**src/rtl/bkpt_pkg.sv**
```systemverilog
package bkpt_pkg;
  localparam int FLD_W = 5;

  localparam logic [FLD_W-1:0] DIR_RD  = 5'd1;
  localparam logic [FLD_W-1:0] DIR_WR  = 5'd2;
  localparam logic [FLD_W-1:0] DIR_ANY = 5'd3;

  localparam logic [FLD_W-1:0] KIND_ANY   = 5'd0;
  localparam logic [FLD_W-1:0] KIND_DATA  = 5'd1;
  localparam logic [FLD_W-1:0] KIND_FETCH = 5'd2;

  localparam int DIR_LSB  = 0;
  localparam int KIND_LSB = 8;

  typedef enum logic [1:0] {
    SEL_BASE = 2'd0,
    SEL_MASK = 2'd1,
    SEL_CTRL = 2'd2,
    SEL_CNT  = 2'd3
  } reg_sel_e;

  function automatic logic dir_ok(input logic [FLD_W-1:0] f, input logic is_wr);
    case (f)
      DIR_RD:  return !is_wr;
      DIR_WR:  return is_wr;
      DIR_ANY: return 1'b1;
      default: return 1'b0;
    endcase
  endfunction

  function automatic logic kind_ok(input logic [FLD_W-1:0] f, input logic is_fetch);
    case (f)
      KIND_ANY:   return 1'b1;
      KIND_DATA:  return !is_fetch;
      KIND_FETCH: return is_fetch;
      default:    return 1'b0;
    endcase
  endfunction
endpackage

```
**src/rtl/bkpt_match.sv**
```systemverilog
module bkpt_match
  import bkpt_pkg::*;
#(
  parameter int AW = 32
) (
  input  logic [AW-1:0]    base,
  input  logic [AW-1:0]    mask,
  input  logic [AW-1:0]    addr,
  input  logic             valid,
  input  logic             is_wr,
  input  logic             is_fetch,
  input  logic [FLD_W-1:0] dir_fld,
  input  logic [FLD_W-1:0] kind_fld,
  output logic             evt
);
  logic addr_hit;

  always_comb begin
    addr_hit = ((addr ^ base) & ~mask) == '0;
    evt      = valid && addr_hit && dir_ok(dir_fld, is_wr) && kind_ok(kind_fld, is_fetch);
  end
endmodule

```
**src/rtl/bkpt_channel.sv**
```systemverilog
module bkpt_channel
  import bkpt_pkg::*;
#(
  parameter int AW = 32,
  parameter int CW = 16,
  parameter int DW = 32
) (
  input  logic          clk,
  input  logic          rst,
  input  logic          bus_valid,
  input  logic [AW-1:0] bus_addr,
  input  logic          bus_write,
  input  logic          bus_fetch,
  input  logic          we,
  input  reg_sel_e      sel,
  input  logic [DW-1:0] wdata,
  output logic [DW-1:0] rdata,
  output logic          trip_nxt,
  output logic          trip_q
);
  logic [AW-1:0]    base_q, mask_q;
  logic [FLD_W-1:0] dir_q, kind_q;
  logic [CW-1:0]    cnt_q, cnt_nxt;
  logic             evt, cnt_we;

  bkpt_match #(.AW(AW)) u_match (
    .base(base_q), .mask(mask_q), .addr(bus_addr), .valid(bus_valid),
    .is_wr(bus_write), .is_fetch(bus_fetch),
    .dir_fld(dir_q), .kind_fld(kind_q), .evt(evt)
  );

  assign cnt_we = we && (sel == SEL_CNT);

  always_comb begin
    cnt_nxt  = cnt_q;
    trip_nxt = trip_q;
    if (cnt_we) begin
      cnt_nxt  = wdata[CW-1:0];
      trip_nxt = 1'b0;
    end else if (evt && !trip_q) begin
      if (cnt_q != '0) cnt_nxt = cnt_q - 1'b1;
      else             trip_nxt = 1'b1;
    end
  end

  always_ff @(posedge clk) begin
    if (rst) begin
      base_q <= '0;
      mask_q <= '0;
      dir_q  <= '0;
      kind_q <= '0;
      cnt_q  <= '0;
      trip_q <= 1'b0;
    end else begin
      if (we && sel == SEL_BASE) base_q <= wdata[AW-1:0];
      if (we && sel == SEL_MASK) mask_q <= wdata[AW-1:0];
      if (we && sel == SEL_CTRL) begin
        dir_q  <= wdata[DIR_LSB +: FLD_W];
        kind_q <= wdata[KIND_LSB +: FLD_W];
      end
      cnt_q  <= cnt_nxt;
      trip_q <= trip_nxt;
    end
  end

  always_comb begin
    rdata = '0;
    case (sel)
      SEL_BASE: rdata[AW-1:0] = base_q;
      SEL_MASK: rdata[AW-1:0] = mask_q;
      SEL_CTRL: begin
        rdata[DIR_LSB +: FLD_W]  = dir_q;
        rdata[KIND_LSB +: FLD_W] = kind_q;
      end
      default:  rdata[CW-1:0] = cnt_q;
    endcase
  end

  assert_dec_R5: assert property (@(posedge clk) disable iff (rst)
    (evt && !cnt_we && !trip_q && cnt_q != '0) |=> cnt_q == $past(cnt_q) - 1'b1);

  assert_fire_R6: assert property (@(posedge clk) disable iff (rst)
    (evt && !cnt_we && cnt_q == '0) |=> trip_q);

  assert_hold_R7: assert property (@(posedge clk) disable iff (rst)
    (trip_q && !cnt_we) |=> (trip_q && $stable(cnt_q)));

  assert_rearm_R8: assert property (@(posedge clk) disable iff (rst)
    cnt_we |=> (!trip_q && cnt_q == $past(wdata[CW-1:0])));

  assert_quiet_R11: assert property (@(posedge clk) disable iff (rst)
    (!bus_valid && !cnt_we) |=> ($stable(cnt_q) && trip_q == $past(trip_q)));
endmodule

```
**src/rtl/bkpt_unit.sv**
```systemverilog
module bkpt_unit
  import bkpt_pkg::*;
#(
  parameter int AW  = 32,
  parameter int CW  = 16,
  parameter int DW  = 32,
  parameter int NCH = 2
) (
  input  logic                       clk,
  input  logic                       rst,
  input  logic                       bus_valid,
  input  logic [AW-1:0]              bus_addr,
  input  logic                       bus_write,
  input  logic                       bus_fetch,
  input  logic                       reg_we,
  input  logic [$clog2(NCH)+1:0]     reg_addr,
  input  logic [DW-1:0]              reg_wdata,
  output logic [DW-1:0]              reg_rdata,
  output logic                       bkpt_req
);
  localparam int CHW = $clog2(NCH);

  logic [DW-1:0]  ch_rdata [NCH];
  logic [NCH-1:0] trip_nxt, trip_q;
  logic [CHW-1:0] ch_sel;
  reg_sel_e       sel;

  assign ch_sel = reg_addr[CHW+1:2];
  assign sel    = reg_sel_e'(reg_addr[1:0]);

  for (genvar c = 0; c < NCH; c++) begin : g_ch
    bkpt_channel #(.AW(AW), .CW(CW), .DW(DW)) u_ch (
      .clk(clk), .rst(rst),
      .bus_valid(bus_valid), .bus_addr(bus_addr),
      .bus_write(bus_write), .bus_fetch(bus_fetch),
      .we(reg_we && ch_sel == CHW'(c)), .sel(sel), .wdata(reg_wdata),
      .rdata(ch_rdata[c]), .trip_nxt(trip_nxt[c]), .trip_q(trip_q[c])
    );
  end

  always_ff @(posedge clk) begin
    if (rst) begin
      bkpt_req  <= 1'b0;
      reg_rdata <= '0;
    end else begin
      bkpt_req  <= |trip_nxt;
      reg_rdata <= ch_rdata[ch_sel];
    end
  end

  assert_req_or_R10: assert property (@(posedge clk) disable iff (rst)
    bkpt_req == (|trip_q));

  assert_req_cause_R6: assert property (@(posedge clk) disable iff (rst)
    $rose(bkpt_req) |-> $past(bus_valid));
endmodule

```
**config.mk**
```make
export PLATFORM = sky130hd
export DESIGN_NAME = bkpt_unit
export DESIGN_NICKNAME = d
export VERILOG_FILES = /design/src/rtl/bkpt_pkg.sv /design/src/rtl/bkpt_match.sv /design/src/rtl/bkpt_channel.sv /design/src/rtl/bkpt_unit.sv
export SDC_FILE = /design/constraint.sdc
export NUM_CORES = 1
export LEC_CHECK = 0
export BUFFER_PORTS_ARGS = -buffer_cell sky130_fd_sc_hd__buf_2
export CAP_MARGIN = 20
export CORE_MARGIN = 4
export CORE_UTILIZATION = 40
export DETAILED_ROUTE_END_ITERATION = 16
export SLEW_MARGIN = 5
export SYNTH_ARGS = -nofsm -noshare
export SYNTH_HDL_FRONTEND = slang
export SYNTH_SLANG_ARGS = --single-unit
```
**constraint.sdc**
```tcl
create_clock -name clk -period 2.9 [get_ports clk]
set_input_delay 0.145 -clock clk [delete_from_list [all_inputs] [get_ports clk]]
set_output_delay 0.145 -clock clk [all_outputs]
set_load 0.03 [all_outputs]
```
# Word-level counts from Yosys, hierarchy flattened
# Cells that the tools add are included.
word_totals:
  regBits: 215
  inputBits: 73
classes:
  addsub: 2
  n_lt_le_gt_ge: 1
  eq_ne: 13
  mux: 29
  n_bitwise: 8
  n_reduce_logical: 36
op_table:
  columns: ["operator", "n"]
  rows:
  - ["$mux W16", 6]
  - ["$mux W32", 3]
  - ["$and A32 B32 Y32", 2]
  - ["$logic_not A32 Y1", 2]
  - ["$not A32 Y32", 2]
  - ["$pmux W16 S2", 2]
  - ["$xor A32 B32 Y32", 2]
  - ["$pmux W5 S3", 4]
  - ["$pmux W3 S3", 4]
  - ["$reduce_bool A16 Y1", 2]
  - ["$sub A16 B1 Y16 const B", 2]
  - ["$eq A5 B2 Y1 const B", 6]
  - ["$eq A5 B1 Y1 const B", 4]
  - ["$logic_and A1 B1 Y1", 18]
  - ["$pmux W1 S3", 4]
  - ["$logic_not A5 Y1", 2]
  - ["$reduce_bool A2 Y1", 4]
  - ["$mux W1", 6]
  - ["$eq A2 B2 Y1 const B", 2]
  - ["$logic_not A1 Y1", 4]
  - ["$reduce_and A2 Y1", 2]
  - ["$eq A2 B1 Y1 const B", 1]
  - ["$ge A2 B2 Y1 const B", 1]
  - ["$logic_not A2 Y1", 1]
  - ["3 further kinds", 3]

# Logic depth before layout (Yosys ltp)
# Gate-level depths: netlist of run 1.
depth:
  word_depth: 10
  ltp_mapped: 9
  ltp_nobuf: 8

# Cells and area by module
# A second synthesis of run 1 with hierarchy kept.
unflattened:
  hier_cells: 1261
  area_unflattened_um2: 10508.8
modules_own_cells:
  columns: ["module", "instances", "cells_each", "area_per_inst_um2", "seq_area_each_um2"]
  rows:
  - ["bkpt_channel at g_ch[0].u_ch", 1, 519, 4170.2, 1821.7]
  - ["bkpt_channel at g_ch[1].u_ch", 1, 505, 4157.7, 1821.7]
  - ["bkpt_unit", 1, 109, 1209.9, 660.6]
  - ["bkpt_match", 2, 64, 485.5, 0.0]

# Least setup slack after synthesis of run 1
# OpenSTA, ideal clock, no wires.
synth_timing:
  path_type: "register -> register"
  from: "register g_ch[1].u_ch.cnt_q[0]"
  to: "register g_ch[1].u_ch.cnt_q[13]"
  setup_ps: 122
  t_arrival_ps: 1983
  required_ps: 2778
  slack_ps: 795
  stages_incl_launch_ff: 8
  path_buffers: 0
  period_less_slack_ps: 2105
  cell_sequence: "dfxtp_1 inv_1 ha_1 and3_1 a31oi_2 nand4_2 or2_2 a311o_1"
synth_between:
  elab_chain_cells: 4
  elab_cells_between_ends: 7
synth_lines:
  columns: ["element", "line_no", "source"]
  rows:
  - ["start: declaration", "bkpt_channel.sv:23", "logic [CW-1:0] cnt_q, cnt_nxt;"]
  - ["start signal: assignment", "bkpt_channel.sv:61", "cnt_q <= cnt_nxt;"]
  - ["$sub A16 B1 Y16", "bkpt_channel.sv:41", "if (cnt_q != '0) cnt_nxt = cnt_q - 1'b1;"]
  - ["$mux W16", "bkpt_channel.sv:41", null]
  - ["$mux W16", "bkpt_channel.sv:40", "end else if (evt && !trip_q) begin"]
  - ["$mux W16", "bkpt_channel.sv:37", "if (cnt_we) begin"]
# Parallel ways exist; a longest one is shown, timed or not. The select of a mux whose other input is x is not followed.
# A chain may end at the register's enable or synchronous reset.

# Worst setup path in the final report of run 1
layout_timing:
  from: "register g_ch[0].u_ch.base_q[1]"
  to: "register g_ch[0].u_ch.cnt_q[4]"
layout_between:
  elab_chain_cells: 9
layout_lines:
  columns: ["element", "line_no", "source"]
  rows:
  - ["start: declaration", "bkpt_channel.sv:21", "logic [AW-1:0] base_q, mask_q;"]
  - ["start signal: assignment", "bkpt_channel.sv:55", "if (we && sel == SEL_BASE) base_q <= wdata[AW-1:0];"]
  - ["$xor A32 B32 Y32", "bkpt_match.sv:19", "addr_hit = ((addr ^ base) & ~mask) == '0;"]
  - ["$and A32 B32 Y32", "bkpt_match.sv:19", null]
  - ["$logic_not A32 Y1", "bkpt_match.sv:19", null]
  - ["$logic_and A1 B1 Y1 (3 in a row)", "bkpt_match.sv:20", "evt = valid && addr_hit && dir_ok(dir_fld, is_wr) && kind_ok(kind_fld, is_fetch);"]
  - ["$logic_and A1 B1 Y1", "bkpt_channel.sv:40", null]
  - ["$reduce_bool A2 Y1 (no source line)", null, null]
  - ["$reduce_and A2 Y1 (no source line)", null, null]
  - ["end signal: assignment", "bkpt_channel.sv:61", null]
  - ["end: declaration", "bkpt_channel.sv:23", null]
# Every way passes these cells.

==> summary.txt, run 1 <==
Status
  – Status: completed

Job
  – MaxCap Viol Count: 0

Synth
  – Mapped Cells: 1,267
  – Most used DFF post-synth: dfxtp_1
  – Mapped cell area: 10,600 sq um
  – Count leader, synth: nand2_1
  – Top-area cell type share of the netlist area: a little over 40%
  – Yosys warning total: 0
  – Syn Area/Cell: approximately 8.3 sq um
  – Number of synthesized flops with an enable pin: 0
  – Distinct cells, synth: 60
  – Dominant cells by area after synthesis: dfxtp_1, nand2_1, mux4_2, a21oi_1, xnor2_1
  – Synthesis-stage register bit count: 215
  – Area leader, netlist: dfxtp_1
  – Synth async-reset ratio: 0%
  – Top cells by count, synth: nand2_1, dfxtp_1, a21oi_1
  – Post-synthesis sequential area ratio: 40.8%
  – Post-Syn Nets: between 1,000 and 1,500

Global routing
  – First-pass GRT wire length: 57.5 mm
  – Pin count of the biggest net entering global routing: 117
  – Initial antenna violation count: 1
  – Final global-route overflow total: 0
  – Vias in the first global route: approximately 9,400
  – Total GRT Usage: 25.6%

Power
  – Cell Pwr Density: roughly 540 nW/um^2
  – Worst vdd ir: 0.000486 V
  – Cell leakage power: ~4.4 nW

Final layout
  – Ant. Diodes: 0
  – Sequential cell area: 4300 sq um
  – Cell Count, Final, Fillers Out: 1,735
  – Area Overhead vs Synth: 19.0%
  – Filler cells: 2,531
  – Layout cells sized above 1: 17.5%
  – Area of the multi-input gates: 5900 sq um
  – Number of nets in the layout: around 1,500

Floorplan
  – Total core area: ~26,000 sq um
  – I/O pin cnt: 106
  – Die Width: 170 um
  – Die area: between 20,000 and 30,000 sq um
  – Initial Util: between 40% and 50%
  – Placement row count: 59
  – Die height: 170 um

STA
  – RSZ-0062 raised after global routing: false
  – Worst hold slack: 0.0320 ns
  – Fmax: 382 MHz
  – Clock Skew: approximately 0.02 ns
  – Setup Viol. Count Final: 0
  – Final hold violations: 0
  – Worst-Margin Slew: between 0.9 and 1 ns
  – Setup tns final: 0 ns
  – Final period util: 90.2%
  – Min Tclk post-route: 2.61 ns
  – Final Slew Violations: 0
  – Relative slew slack: 34.3%

Drt
  – Initial DRT Pass Iterations: 6
  – # DRC: 0
  – Antenna-violating nets left: 0
  – Initial drt markers: 1,114
  – Vias: 10,200
  – Drt wl/cell: 22.1 um
  – Vias/cell: 5.85
  – Total wire length: 38.3 mm

Clock network
  – Post-CTS sizing: 0
  – Cts bufs inserted: 25
  – CTS root buf: clkbuf_16
  – Clock Latency Late Sink: 0.53 ns
  – CTS tree: done
  – CTS Sinks: 215
  – H-tree levels: 1
  – Clock Path Buffers: 3
  – Clk pin slew, worst setup/hold paths: about 0.060 ns

Worst setup path
  – Startpoint types: register
  – Critical path origin: g_ch[0].u_ch.base_q[1]
  – Crit path capture type: register
  – Slowest stage delay, CP: 0.50 ns
  – Critical path's slowest cell: or4_1
  – Crit path to: g_ch[0].u_ch.cnt_q[4]
  – Reg2Reg Launch Point: g_ch[0].u_ch.base_q[1]
  – Worst setup path class: reg2reg
  – Crit path required time: 3.32 ns
  – CP Max Fanout: 17
  – R2r endpoint: g_ch[0].u_ch.cnt_q[4]
  – Crit path top cell by count: buf_4
  – Worst Reg2Reg Path Length in Cells: 8
  – FF-to-FF setup slack: between 0.2 and 0.3 ns
  – Worst path cell trace: xnor2_1 > o22ai_1 > nor4_2 > buf_4 > nand4_2 > buf_4 > or4_1 > a311oi_1
  – Crit path DAT: 3.04 ns

Hold path
  – Hold Path Class: in2reg

Placement
  – DP Wirelength: 27.1 mm
  – Buffers on Ports: 105
  – Placed cell count: between 1,500 and 2,000
  – GP Congestion: 0.979
state kept, by name (all words and copies together), names as in the netlist:
signal / count
g_ch.u_ch.cnt_q: 32
g_ch.u_ch.trip_q: 2
reg_rdata: 32
g_ch.u_ch.base_q: 64
g_ch.u_ch.mask_q: 64
bkpt_req: 1
g_ch.u_ch.kind_q: 10
g_ch.u_ch.dir_q: 10
per-layer routing:
metal	track usage, %	vias to the layer above	wire length [um]
met5	0	-	18
met4	7.40	2	1070
met3	4.53	75	3540
met2	40.8	488	17700
met1	35.7	4851	15900
li1	-	4741	-
worst max-delay path: cells and delay by family, from the launching register on:
kind	cells	cell delay [ns]
AO/OA/AOI/OAI	2	0.48
XOR/XNOR	1	0.21
buffers and inverters	2	0.45
flip-flops	1	0.33
AND/OR/NAND/NOR	3	1.05
cells by family after synthesis:
group	after synthesis	synth area share (%)
multiplexers	60	10.1
adder cells (fa/ha/maj)	2	0.237
buffers and inverters	93	3.43
AND/OR/NAND/NOR	545	24.0
AO/OA/AOI/OAI	288	16.2
flip-flops	215	40.8
XOR/XNOR	64	5.31
how the worst min path moves through the flow:
stage | start | cells past startpoint | end
2_1_floorplan | reg_wdata[1] | 2 | g_ch[0].u_ch.dir_q[1]
5_1_grt | reg_wdata[9] | 3 | g_ch[1].u_ch.mask_q[9]
3_3_place_gp | reg_wdata[28] | 3 | g_ch[1].u_ch.base_q[28]
4_1_cts | reg_wdata[9] | 3 | g_ch[0].u_ch.mask_q[9]
3_5_place_dp | reg_wdata[29] | 3 | g_ch[1].u_ch.mask_q[29]
6_report | reg_wdata[9] | 3 | g_ch[0].u_ch.kind_q[1]
timing repair:
item                      in CTS  in global routing
hold endpoints to repair     138                  0
setup buffers                  0                  0
hold buffers                  31                  0
cells in the final DEF, fill, tap and decap left out, types with 4 or more instances in the layout:
master / count
nor4_1: 10
nor2_1: 53
a211oi_1: 4
mux2_2: 12
a221oi_1: 6
clkbuf_1: 10
xnor2_1: 64
and3_1: 10
buf_4: 36
nor2b_1: 20
dlygate4sd3_1: 31
o22ai_1: 31
buf_2: 104
a311oi_1: 8
nand2_1: 331
nand2b_1: 5
o21ai_0: 25
clkbuf_8: 4
a21oi_1: 157
nand3_1: 25
nor4_4: 4
mux2i_1: 12
or4_1: 12
or3_1: 15
a31oi_1: 16
inv_1: 9
nor3_1: 21
clkbuf_16: 25
o211ai_1: 11
dfxtp_1: 215
o31ai_1: 9
nand3b_1: 4
mux4_2: 36
nand4_1: 9
layout make-up:
| cell class | count | share of cell area, % |
|---|---|---|
| Clock buffer | 39 | 5.72 |
| Timing Repair Buffer | 174 | 9.18 |
| Inverter | 9 | 0.269 |
| Tap cell | 335 | 3.34 |
| Clock inverter | 4 | 0.189 |
| Multi-Input combinational cell | 959 | 47.0 |
| Sequential cell | 215 | 34.3 |
per-stage QoR:
stage	total power [mW]	util (%)	area (sq um)	setup WS (ns)
2_1_floorplan	3.61	-	10600	0.795
3_3_place_gp	3.92	44.3	11500	0.445
3_5_place_dp	3.92	44.3	11500	0.424
4_1_cts	6.84	48.3	12600	0.381
5_1_grt	7.03	48.3	12600	0.208
6_report	6.82	48.3	12600	0.286
power by group:
group / switching, mW / leakage, nW / internal [mW]
sequential: 0.0719 / 1.74 / 3.02
clock: 1.22 / 0.365 / 1.69
combinational: 0.506 / 2.30 / 0.307
Power figures use the tool's default switching activity.
==> run 2, diff against run 1 <==
--- a/config.mk
+++ b/config.mk
@@ -8,7 +8,7 @@
 export BUFFER_PORTS_ARGS = -buffer_cell sky130_fd_sc_hd__buf_2
 export CAP_MARGIN = 20
 export CORE_MARGIN = 4
-export CORE_UTILIZATION = 40
+export CORE_UTILIZATION = 38
 export DETAILED_ROUTE_END_ITERATION = 16
 export SLEW_MARGIN = 5
 export SYNTH_ARGS = -nofsm -noshare
==> run 2 against run 1 <==
Maximum frequency up 5.0%. Die area up 5.0%. Worst setup slack better by 0.13 ns. Utilization down 1.5 points. Routed wire length up 1.2%. Flip-flop and latch count unchanged. Critical path depth down 1. First-iteration DRC count up 10%. Combinational power up 0.5%. Total power up 5.2%. Non-clock buffer count down 1. Critical endpoint is now g_ch[1].u_ch.cnt_q[2]. Largest cell class unchanged.
==> summary.txt, run 2 (synthesized netlist as in run 1, its figures left out) <==
Final layout
  – Commonest non-fill, non-tap cell in the layout: nand2_1
  – Biggest regs: g_ch.u_ch.base_q (64), g_ch.u_ch.mask_q (64)
  – Cell Count, Final, Fillers Out: roughly 1,800
  – Layout cells sized above 1: 17.6%
  – Area Overhead vs Synth: 20.3%
  – Final core utilization: 46.8%
  – Post-Layout Inst Area: 12,700 sq um
  – Ant. Diodes: 0
  – Highest-count cells in the layout ignoring fill and taps: nand2_1, dfxtp_1, a21oi_1, buf_2, xnor2_1
  – Number of nets in the layout: around 1,500

Worst setup path
  – Crit path DAT: 2.94 ns
  – CP Max Fanout: 16
  – Slowest stage delay, CP: roughly 0.63 ns
  – R2r endpoint: g_ch[1].u_ch.cnt_q[2]
  – Worst setup path class: reg2reg
  – Startpoint types: register
  – Crit path capture type: register
  – Worst path cell trace: xnor2_1 > nor2_1 > nor4_1 > nand4_1 > buf_4 > or4_1 > a311oi_1
  – Worst Reg2Reg Path Length in Cells: 7
  – Reg2Reg Launch Point: g_ch[1].u_ch.base_q[17]
  – FF-to-FF setup slack: 0.41 ns
  – Crit path required time: 3.35 ns
  – Critical path's slowest cell: nor4_1
  – CP bufs+invs: 1
  – Crit path max-delay family: simple AND/OR/NAND/NOR gates

Power
  – Net Switching: between 1.5 and 2 mW
  – Internal cell power: 5.32 mW
  – Combinational power share: between 10% and 20%
  – Flop pwr share: between 40% and 50%
  – Switching Share: 25.8%
  – Clock share of power: 45.5%
  – Worst vdd ir: 0.000383 V
  – Cell leakage power: 4.44 nW
  – Cell Pwr Density: 565 nW/um^2

Hold path
  – Worst Hold Endpoint: g_ch[0].u_ch.mask_q[8]
  – Hold-critical path depth: 3
  – HP Start: reg_wdata[8]
  – Hold Path Class: in2reg

Clock network
  – Clock Latency Late Sink: 0.53 ns
  – CTS Sinks: around 220
  – Post-CTS sizing: 0
  – Clk pin slew, worst setup/hold paths: 0.06 ns
  – H-tree levels: 1
  – Hold buffers post-CTS: 32
  – Clock Path Buffers: 3
  – Post-CTS Repair Setup Buffers: 0
  – Cts bufs inserted: 25
  – CTS root buf: clkbuf_16
  – CTS tree: done

Job
  – MaxCap Viol Count: 0

Global routing
  – Vias in the first global route: between 9,000 and 10,000
  – First-pass GRT wire length: 59.0 mm
  – Pin count of the biggest net entering global routing: 54
  – Initial antenna violation count: 0
  – Final global-route overflow total: 0
  – Total GRT Usage: 24.5%

Floorplan
  – Initial Util: 38.9%
  – Total core area: 27,100 sq um
  – Placement row count: 60
  – Die height: 175 um
  – Die Width: roughly 170 um
  – Die area: around 31,000 sq um
  – I/O pin cnt: 106

Placement
  – Placed cell areas: 11,500 sq um
  – GP Congestion: about 0.94
  – DP Wirelength: 27.5 mm
  – Buffers on Ports: 105
  – Placed cell count: 1,696

STA
  – Clock Skew: 0.0138 ns
  – RSZ-0062 raised after global routing: false
  – Relative slew slack: between 40% and 50%
  – Fmax: ~400 MHz
  – Final hold violations: 0
  – Setup tns final: 0 ns
  – Worst hold slack: 0.0168 ns
  – Worst-Margin Slew: roughly 0.85 ns
  – Min Tclk post-route: 2.49 ns
  – Setup Viol. Count Final: 0
  – Final Slew Violations: 0
  – Final period util: 85.8%

Drt
  – Antenna-violating nets left: 0
  – Vias/cell: 5.78
  – Vias: 10,200
  – Initial drt markers: approximately 1,200
  – Drt wl/cell: 21.9 um
  – Initial DRT Pass Iterations: 5
  – Total wire length: 38.7 mm
  – # DRC: 0

Status
  – Status: completed
-- run 2: cell types whose count changed in the layout (fill, tap and decap cells not counted), sizes merged --
cell         previous run  this run
buf                   143       141
clkinv                  3         2
clkinvlp                0         1
bufinv                  0         4
dlygate4sd3            31        32
clkbuf                 39        32
-- run 2: metal layers --
layer  GRT usage, %  routed length (um)  up-vias  share of wire [%]
li1               -                   -     4719                  -
met1           35.1               16500     4924                 43
met2           39.4               17800      508                 46
met3           3.18                3440       62                8.9
met4           6.42                 994        0                2.6
met5              0                   0        -                  0
-- run 2: final cells by class --
type	instances	area [sq um]
clock buffer	32	682
timing repair buffer	173	1160
tap	372	465
clock inverter	8	146
multi-input combinational	959	5900
fill	2653	14400
sequential	215	4300
inverter	9	33.8
-- run 2: worst max path at each step --
stage                        endpoint                     from  slack [ns]  depth (start not counted)
6_report        g_ch[1].u_ch.cnt_q[2]  g_ch[1].u_ch.base_q[17]        0.41                          7
5_1_grt         g_ch[1].u_ch.cnt_q[2]  g_ch[1].u_ch.base_q[17]        0.29                          7
4_1_cts         g_ch[1].u_ch.cnt_q[2]  g_ch[1].u_ch.base_q[17]        0.46                          7
3_5_place_dp    g_ch[1].u_ch.cnt_q[2]  g_ch[1].u_ch.base_q[17]        0.50                          7
3_3_place_gp    g_ch[1].u_ch.cnt_q[2]  g_ch[1].u_ch.base_q[17]        0.48                          7
2_1_floorplan  g_ch[1].u_ch.cnt_q[13]    g_ch[1].u_ch.cnt_q[0]        0.80                          7
-- run 2: per-stage QoR --
stage               power (mW)  setup slack [ns]
floorplan                 3.61             0.795
detailed placement        3.93             0.495
CTS                       7.21             0.461
global placement          3.92             0.481
global route              7.40             0.293
finish                    7.17             0.411
-- run 2: power groups by stage --
stage	Combinational [mW]	Sequential (mW)	Clock, mW
3_5_place_dp	0.773	3.15	0
2_1_floorplan	0.466	3.14	0
6_report	0.817	3.09	3.26
3_3_place_gp	0.769	3.15	0
4_1_cts	0.810	3.09	3.31
5_1_grt	0.880	3.10	3.42
-- run 2: tightest hold or removal path, stage by stage --
cell	delay, ns
buf_2	0.20
nand2_1	0.09
a21oi_1	0.05
